$ cat config.mk
export PLATFORM = sky130hd
export DESIGN_NAME = uart_tx_path
export DESIGN_NICKNAME = d
export VERILOG_FILES = /design/src/rtl/uart_tx_pkg.sv /design/src/rtl/uart_baud_gen.sv /design/src/rtl/uart_tx_fifo.sv /design/src/rtl/uart_tx_shifter.sv /design/src/rtl/uart_tx_path.sv
export SDC_FILE = /design/constraint.sdc
export NUM_CORES = 1
export LEC_CHECK = 0
export BUFFER_PORTS_ARGS = -buffer_cell sky130_fd_sc_hd__clkbuf_2
export CAP_MARGIN = 10
export CORE_ASPECT_RATIO = 0.5
export CORE_MARGIN = 2
export CORE_UTILIZATION = 53
export CTS_BUF_LIST = sky130_fd_sc_hd__clkbuf_16
export DETAILED_ROUTE_END_ITERATION = 16
export GPL_ROUTABILITY_DRIVEN = 1
export PLACE_DENSITY = 0.72
export SLEW_MARGIN = 20
export SYNTH_ARGS = -nofsm -noshare
export SYNTH_HDL_FRONTEND = slang
export SYNTH_SLANG_ARGS = --single-unit
$ cat constraint.sdc
create_clock -name clk_i -period 3.8 [get_ports clk_i]
set_input_delay 0.19 -clock clk_i [delete_from_list [all_inputs] [get_ports clk_i]]
set_output_delay 0.19 -clock clk_i [all_outputs]
set_load 0.01 [all_outputs]
$ cat src/rtl/uart_tx_pkg.sv
package uart_tx_pkg;
  typedef enum logic [2:0] {
    REG_DATA   = 3'd0,
    REG_DIV_LO = 3'd1,
    REG_DIV_HI = 3'd2,
    REG_LINE   = 3'd3,
    REG_QUEUE  = 3'd4,
    REG_INT_EN = 3'd5,
    REG_CLK    = 3'd6
  } reg_addr_e;

  typedef struct packed {
    logic       par_odd;
    logic       par_en;
    logic       stop2;
    logic [1:0] wlen;
  } line_cfg_t;

  localparam int unsigned FRAME_W = 12;
endpackage

$ cat src/rtl/uart_baud_gen.sv
module uart_baud_gen #(
  parameter int unsigned DIV_W = 16,
  parameter int unsigned PRE_W = 2
) (
  input  logic             clk_i,
  input  logic             rst_ni,
  input  logic [DIV_W-1:0] div_i,
  input  logic             pre_en_i,
  output logic             tick_o
);
  logic [PRE_W-1:0] pre_q;
  logic [DIV_W-1:0] cnt_q;
  logic             pre_stb, div_nz, at_end;

  assign pre_stb = pre_en_i ? (pre_q == {PRE_W{1'b1}}) : 1'b1;
  assign div_nz  = (div_i != '0);
  assign at_end  = (cnt_q >= div_i - 1'b1);
  assign tick_o  = pre_stb && div_nz && at_end;

  always_ff @(posedge clk_i or negedge rst_ni) begin
    if (!rst_ni) pre_q <= '0;
    else         pre_q <= pre_q + 1'b1;
  end

  always_ff @(posedge clk_i or negedge rst_ni) begin
    if (!rst_ni) cnt_q <= '0;
    else if (pre_stb && div_nz) cnt_q <= at_end ? '0 : cnt_q + 1'b1;
  end
endmodule

$ cat src/rtl/uart_tx_fifo.sv
module uart_tx_fifo #(
  parameter int unsigned DW    = 8,
  parameter int unsigned DEPTH = 16,
  localparam int unsigned PTR_W = (DEPTH > 1) ? $clog2(DEPTH) : 1,
  localparam int unsigned LVL_W = $clog2(DEPTH + 1)
) (
  input  logic             clk_i,
  input  logic             rst_ni,
  input  logic             q_en_i,
  input  logic             flush_i,
  input  logic             push_i,
  input  logic [DW-1:0]    data_i,
  input  logic             pop_i,
  output logic [DW-1:0]    data_o,
  output logic             empty_o,
  output logic [LVL_W-1:0] level_o
);
  logic [DW-1:0]    mem_q [DEPTH];
  logic [PTR_W-1:0] wp_q, rp_q;
  logic [LVL_W-1:0] lvl_q, cap;
  logic             full, do_push, do_pop;

  assign cap     = q_en_i ? LVL_W'(DEPTH) : LVL_W'(1);
  assign full    = (lvl_q >= cap);
  assign empty_o = (lvl_q == '0);
  assign do_push = push_i && !full;
  assign do_pop  = pop_i && !empty_o;
  assign data_o  = mem_q[rp_q];
  assign level_o = lvl_q;

  function automatic logic [PTR_W-1:0] nxt(input logic [PTR_W-1:0] p);
    return (p == PTR_W'(DEPTH - 1)) ? '0 : p + 1'b1;
  endfunction

  always_ff @(posedge clk_i or negedge rst_ni) begin
    if (!rst_ni) begin
      wp_q  <= '0;
      rp_q  <= '0;
      lvl_q <= '0;
    end else if (flush_i) begin
      wp_q  <= '0;
      rp_q  <= '0;
      lvl_q <= '0;
    end else begin
      if (do_push) wp_q <= nxt(wp_q);
      if (do_pop)  rp_q <= nxt(rp_q);
      case ({do_push, do_pop})
        2'b10:   lvl_q <= lvl_q + 1'b1;
        2'b01:   lvl_q <= lvl_q - 1'b1;
        default: lvl_q <= lvl_q;
      endcase
    end
  end

  for (genvar g = 0; g < DEPTH; g++) begin : g_slot
    always_ff @(posedge clk_i or negedge rst_ni) begin
      if (!rst_ni) mem_q[g] <= '0;
      else if (do_push && !flush_i && wp_q == PTR_W'(g)) mem_q[g] <= data_i;
    end
  end
endmodule

$ cat src/rtl/uart_tx_shifter.sv
module uart_tx_shifter
  import uart_tx_pkg::*;
(
  input  logic      clk_i,
  input  logic      rst_ni,
  input  logic      tick_i,
  input  line_cfg_t cfg_i,
  input  logic      avail_i,
  input  logic [7:0] data_i,
  output logic      pop_o,
  output logic      busy_o,
  output logic      txd_o
);
  logic [FRAME_W-1:0] frame_q, frame_d;
  logic [3:0]         left_q, len_d, sub_q, nbits;
  logic               busy_q, ending, load, par_bit;
  logic [7:0]         mask;

  assign nbits   = 4'd5 + {2'b00, cfg_i.wlen};
  assign mask    = 8'hFF >> (2'd3 - cfg_i.wlen);
  assign par_bit = (^(data_i & mask)) ^ cfg_i.par_odd;
  assign len_d   = 4'd2 + nbits + {3'b000, cfg_i.par_en} + {3'b000, cfg_i.stop2};

  always_comb begin
    frame_d    = '1;
    frame_d[0] = 1'b0;
    for (int i = 0; i < 8; i++) begin
      if (i < int'(nbits)) frame_d[i+1] = data_i[i];
    end
    if (cfg_i.par_en) frame_d[nbits + 4'd1] = par_bit;
  end

  assign ending = busy_q && tick_i && (sub_q == 4'd15) && (left_q == 4'd1);
  assign load   = tick_i && avail_i && (!busy_q || ending);
  assign pop_o  = load;
  assign busy_o = busy_q;
  assign txd_o  = busy_q ? frame_q[0] : 1'b1;

  always_ff @(posedge clk_i or negedge rst_ni) begin
    if (!rst_ni) begin
      frame_q <= '1;
      left_q  <= '0;
      sub_q   <= '0;
      busy_q  <= 1'b0;
    end else if (load) begin
      frame_q <= frame_d;
      left_q  <= len_d;
      sub_q   <= '0;
      busy_q  <= 1'b1;
    end else if (busy_q && tick_i) begin
      if (sub_q == 4'd15) begin
        sub_q   <= '0;
        frame_q <= {1'b1, frame_q[FRAME_W-1:1]};
        left_q  <= left_q - 1'b1;
        if (left_q == 4'd1) busy_q <= 1'b0;
      end else begin
        sub_q <= sub_q + 1'b1;
      end
    end
  end
endmodule

$ cat src/rtl/uart_tx_path.sv
module uart_tx_path
  import uart_tx_pkg::*;
#(
  parameter int unsigned DIV_W = 16,
  parameter int unsigned DEPTH = 16,
  localparam int unsigned HI_W  = DIV_W - 8,
  localparam int unsigned LVL_W = $clog2(DEPTH + 1)
) (
  input  logic       clk_i,
  input  logic       rst_ni,
  input  logic       wr_i,
  input  logic [2:0] addr_i,
  input  logic [7:0] wdata_i,
  output logic       txd_o,
  output logic       thr_empty_o,
  output logic       tx_empty_o,
  output logic       irq_o
);
  logic [DIV_W-1:0] div_q;
  line_cfg_t        line_q;
  logic             q_en_q, ie_q, pre_q;
  logic             baud_tick, flush, push, pop, q_empty, busy;
  logic [7:0]       q_data;
  logic [LVL_W-1:0] fifo_level;

  assign push  = wr_i && (addr_i == REG_DATA);
  assign flush = wr_i && (addr_i == REG_QUEUE) && (wdata_i[0] != q_en_q);

  always_ff @(posedge clk_i or negedge rst_ni) begin
    if (!rst_ni) begin
      div_q  <= '0;
      line_q <= '0;
      q_en_q <= 1'b0;
      ie_q   <= 1'b0;
      pre_q  <= 1'b0;
    end else if (wr_i) begin
      case (addr_i)
        REG_DIV_LO: div_q[7:0]       <= wdata_i;
        REG_DIV_HI: div_q[DIV_W-1:8] <= wdata_i[HI_W-1:0];
        REG_LINE:   line_q           <= wdata_i[4:0];
        REG_QUEUE:  q_en_q           <= wdata_i[0];
        REG_INT_EN: ie_q             <= wdata_i[1];
        REG_CLK:    pre_q            <= wdata_i[7];
        default: ;
      endcase
    end
  end

  uart_baud_gen #(.DIV_W(DIV_W), .PRE_W(2)) u_baud (
    .clk_i, .rst_ni, .div_i(div_q), .pre_en_i(pre_q), .tick_o(baud_tick)
  );

  uart_tx_fifo #(.DW(8), .DEPTH(DEPTH)) u_fifo (
    .clk_i, .rst_ni, .q_en_i(q_en_q), .flush_i(flush), .push_i(push),
    .data_i(wdata_i), .pop_i(pop), .data_o(q_data), .empty_o(q_empty),
    .level_o(fifo_level)
  );

  uart_tx_shifter u_shift (
    .clk_i, .rst_ni, .tick_i(baud_tick), .cfg_i(line_q), .avail_i(!q_empty),
    .data_i(q_data), .pop_o(pop), .busy_o(busy), .txd_o(txd_o)
  );

  assign thr_empty_o = q_empty;
  assign tx_empty_o  = q_empty && !busy;
  assign irq_o       = ie_q && q_empty;
endmodule

==> results.toml <==
[layout]
drive_gt1_share_pct = 27.6
final_cell_count_no_fill = 1206
final_area_sq_um = 11900
nets = 979
multi_input_area_sq_um = 5240
diodes = 0
area_growth_pct = 11.8
final_util_pct = 60.6
final.fill_count = 1536
seq_area_sq_um = 5120

[worst_setup_path]
worst_path_max_delay_cell = "or4_4"
required_ns = 4.22
cp_cell_sequence = "or4_4, nor2b_4, nand2b_1, nor2b_2, nand2_1, xor2_1, ha_1, buf_4, nand4_1, nor2_2, a21oi_4, nor3_4, xor2_1, ha_2, and2_4, o2111ai_4, a21o_1, a21oi_2"
critPathKind = "flip-flop to flip-flop"
end_kind = "flip-flop"
cp-start-kind = "flip-flop"
arrival_ns = 4.26
r2r_cells = 18
critPathMostFrequentCell = "xor2_1"
cp_max_fo = 4
slowest_delay_ns = 0.56

[synthesis]
ys_async_sr_fraction_pct = 100
synth_top_family_by_area = "multiplexers"
netlist_instances = 888
yosysMostFrequentCell = "dfrtp_1"
muxShareOfSynthArea_pct = 20.9
yosysTopAreaCell = "dfrtp_1"
synthAdderAreaFrac_pct = 4.79
yosys_warnings = 0
yosysUniqueCellTypes = 67
synth_xor_area_share_pct = 4.18
ys_seq_elements = 204
syn-num-nets = 942
netlist_area_sq_um = 10600
ys_top_cells_by_area = "dfrtp_1 (45%), mux2_2 (10%), ha_1 (4.6%)"
netlist_top_cells_count = "dfrtp_1 (192), mux2_2 (98), nand2_1 (76), ha_1 (39), o21ai_0 (39)"
synth_edf_count = 0
synthSimpleGateAreaFrac_pct = 10.1
yosysSeqAreaShare_pct = 48.3
synth_compound_area_share_pct = 8.31
synth_top_area_share_pct = 45.3
ys.flop_type = "dfrtp_1"
avgSynthCellArea_sq_um = 11.9

[global_route]
gr-usage-all-layers_pct = 23.4
grt-ovfl-total = 0
grt_pass1_wl_um = 39400
grt_max_degree = 118
use_met2_pct = 38.0
antenna_found_initial = 0
top_usage_layer = "met2"
grt_pass1_vias = 7445
grtUsageMet3_pct = 4.70
grt_util_met1_pct = 32.2

[power]
switchingPower_w = 0.00256
power.density_nw_per_um2 = 631
combinationalPowerShare_pct = 33.0
internal-power_w = 0.00492
power.total_w = 0.00748
p_seq_share_pct = 40.1
p_leak_nw = 5.55
clkPwrFrac_pct = 26.9
switching_share_pct = 34.3
irDropWorstVdd_uv = 372

[floorplan]
start_util_pct = 54.2
num_rows = 36
die-area_sq_um = 21200
fp.dieH_um = 104
core_area_sq_um = 19500
ios = 18
die_w_um = 204

[clock_tree]
cts_sinks = 204
clk_latency_ns = 0.51
cts_tree = "yes"
clock-root-buffer = "clkbuf_16"
cts_buffers = 21
clk_transition_reported_paths_ns = 0.06
cts_buffer_depth = 3
htree_num_levels = 1

[run_status]
outcome = "finished, violations left"
violations = "setup timing"

[hold_path]
hold_path_class = "primary input to flip-flop"
worstHoldPathCells = 3

[placed_design]
placed_cells = 1161
port_buffers = 17
dpl.hpwl_um = 16200
placed_area_sq_um = 11000
routabilityCongestion = 0.892

[timing]
tns_ns = -0.0333
finalCriticalPeriod_ns = 3.83
finalHoldViolCount = 0
slew_headroom_pct = 38.8
slew_violations = 0
fmax_mhz = 261
worstMarginPinSlew_ns = 0.918
min_period_over_period_pct = 101
fin_ws_ns = -0.0333
rsz0062_at_grt = "true"
fin_skew_ns = 0.0203
setup_violations = 1

[drt]
vias_per_cell = 5.93
vias = 7156
drcViolationCount = 0
drtAntennaViolNets = 0
drt_first_pass_iters = 5
wl_per_cell_um = 19.9
drt-total-wl_um = 24000
drt_iter0_markers = 584

[flow_run]
cap_violations = 0
## per-stage QoR
step,hold WS (ns),worst slack (ns)
2_1_floorplan,-0.106,0.0301
3_3_place_gp,0.374,0.0888
3_5_place_dp,0.391,-0.0318
4_1_cts,0.00833,-0.00241
5_1_grt,0.0682,-0.272
6_report,0.0320,-0.0333
## cell type report
type,count,area share (%)
tap,266,2.81
timing repair buffer,57,3.50
clock inverter,17,1.16
inverter,22,0.697
clock buffer,21,4.43
sequential,204,43.2
multi-input combinational,619,44.2
## power groups by stage
stage	combinational [W]	sequential [W]	clock, W
after floorplan	0.00195	0.00286	0
after global placement	0.00234	0.00300	0
after detailed placement	0.00240	0.00302	0
after CTS	0.00242	0.00299	0.00204
after global routing	0.00270	0.00306	0.00213
final	0.00247	0.00300	0.00201
## logic make-up (layout without fill, tap and decap cells)
family / Yosys count / count (layout)
adders and majority gates: 40 / 40
xor gates and xnor gates: 45 / 45
and+or+nand+nor: 218 / 218
AOI/OAI and AO/OA: 131 / 131
muxes: 185 / 185
DFF: 204 / 204
buffers and inverters: 65 / 117
## flip-flops by register name, indices dropped and copies added (netlist names), 2 cells and up
register,cells
u_fifo.level_o,5
u_shift.sub_q,4
u_shift.frame_q,12
u_fifo.rp_q,4
u_baud.pre_q,2
line_q,5
u_fifo.mem_q,128
u_shift.left_q,4
div_q,16
u_fifo.wp_q,4
u_baud.cnt_q,16
## what timing repair did
| item | CTS | global route |
|---|---|---|
| buffers inserted | 1 | 4 |
| hold buffers | 2 | 0 |
| gates cloned | 0 | 0 |
| resized for setup | 2 | 17 |
| pin swaps | 0 | 12 |
| endpoints found under the hold margin | 104 | 0 |
| endpoints found under the setup margin | 4 | 28 |
## worst max-delay path: cells and delay by family (launching register included)
kind | cells | cell delay, ns
AND/OR/NAND/NOR | 9 | 1.81
AO/OA/AOI/OAI | 4 | 0.54
buffers and inverters | 1 | 0.11
flip-flops | 1 | 0.38
adder cells (fa/ha/maj) | 2 | 0.57
XOR/XNOR | 2 | 0.35
## metal layers
metal / wire [um] / up-vias
li1: - / 3287
met1: 11000 / 3678
met2: 11300 / 148
met3: 1180 / 43
met4: 551 / 0
met5: 0 / -
## worst paths after layout
path / from / endpoint / slack (ns)
max: div_q[4] / u_fifo.level_o[4] / -0.03
min: addr_i[1] / pre_q / 0.03
max reg2reg: div_q[4] / u_fifo.level_o[4] / -0.03
min reg2reg: u_baud.pre_q[0] / u_baud.pre_q[0] / 0.43
max in group asynchronous: rst_ni / line_q[3] / 2.42
min in group asynchronous: rst_ni / u_fifo.mem_q[123] / 0.36
## placed cells by master, fill, tap and decap left out, types with 10 or more instances in the layout
cell type,instances
mux2i_1,37
nor2_1,36
nand3_1,21
clkbuf_2,16
nor3_1,13
a21o_1,11
buf_4,36
nand4_1,10
a221oi_1,13
xor2_1,21
ha_1,38
inv_1,21
mux2_1,34
a21oi_1,18
clkbuf_16,21
nand2_1,76
dfrtp_1,191
mux2_2,98
o21ai_0,38
mux4_2,15
xnor2_1,20
dfstp_2,12
No activity file was read; power rests on OpenSTA's default activity.
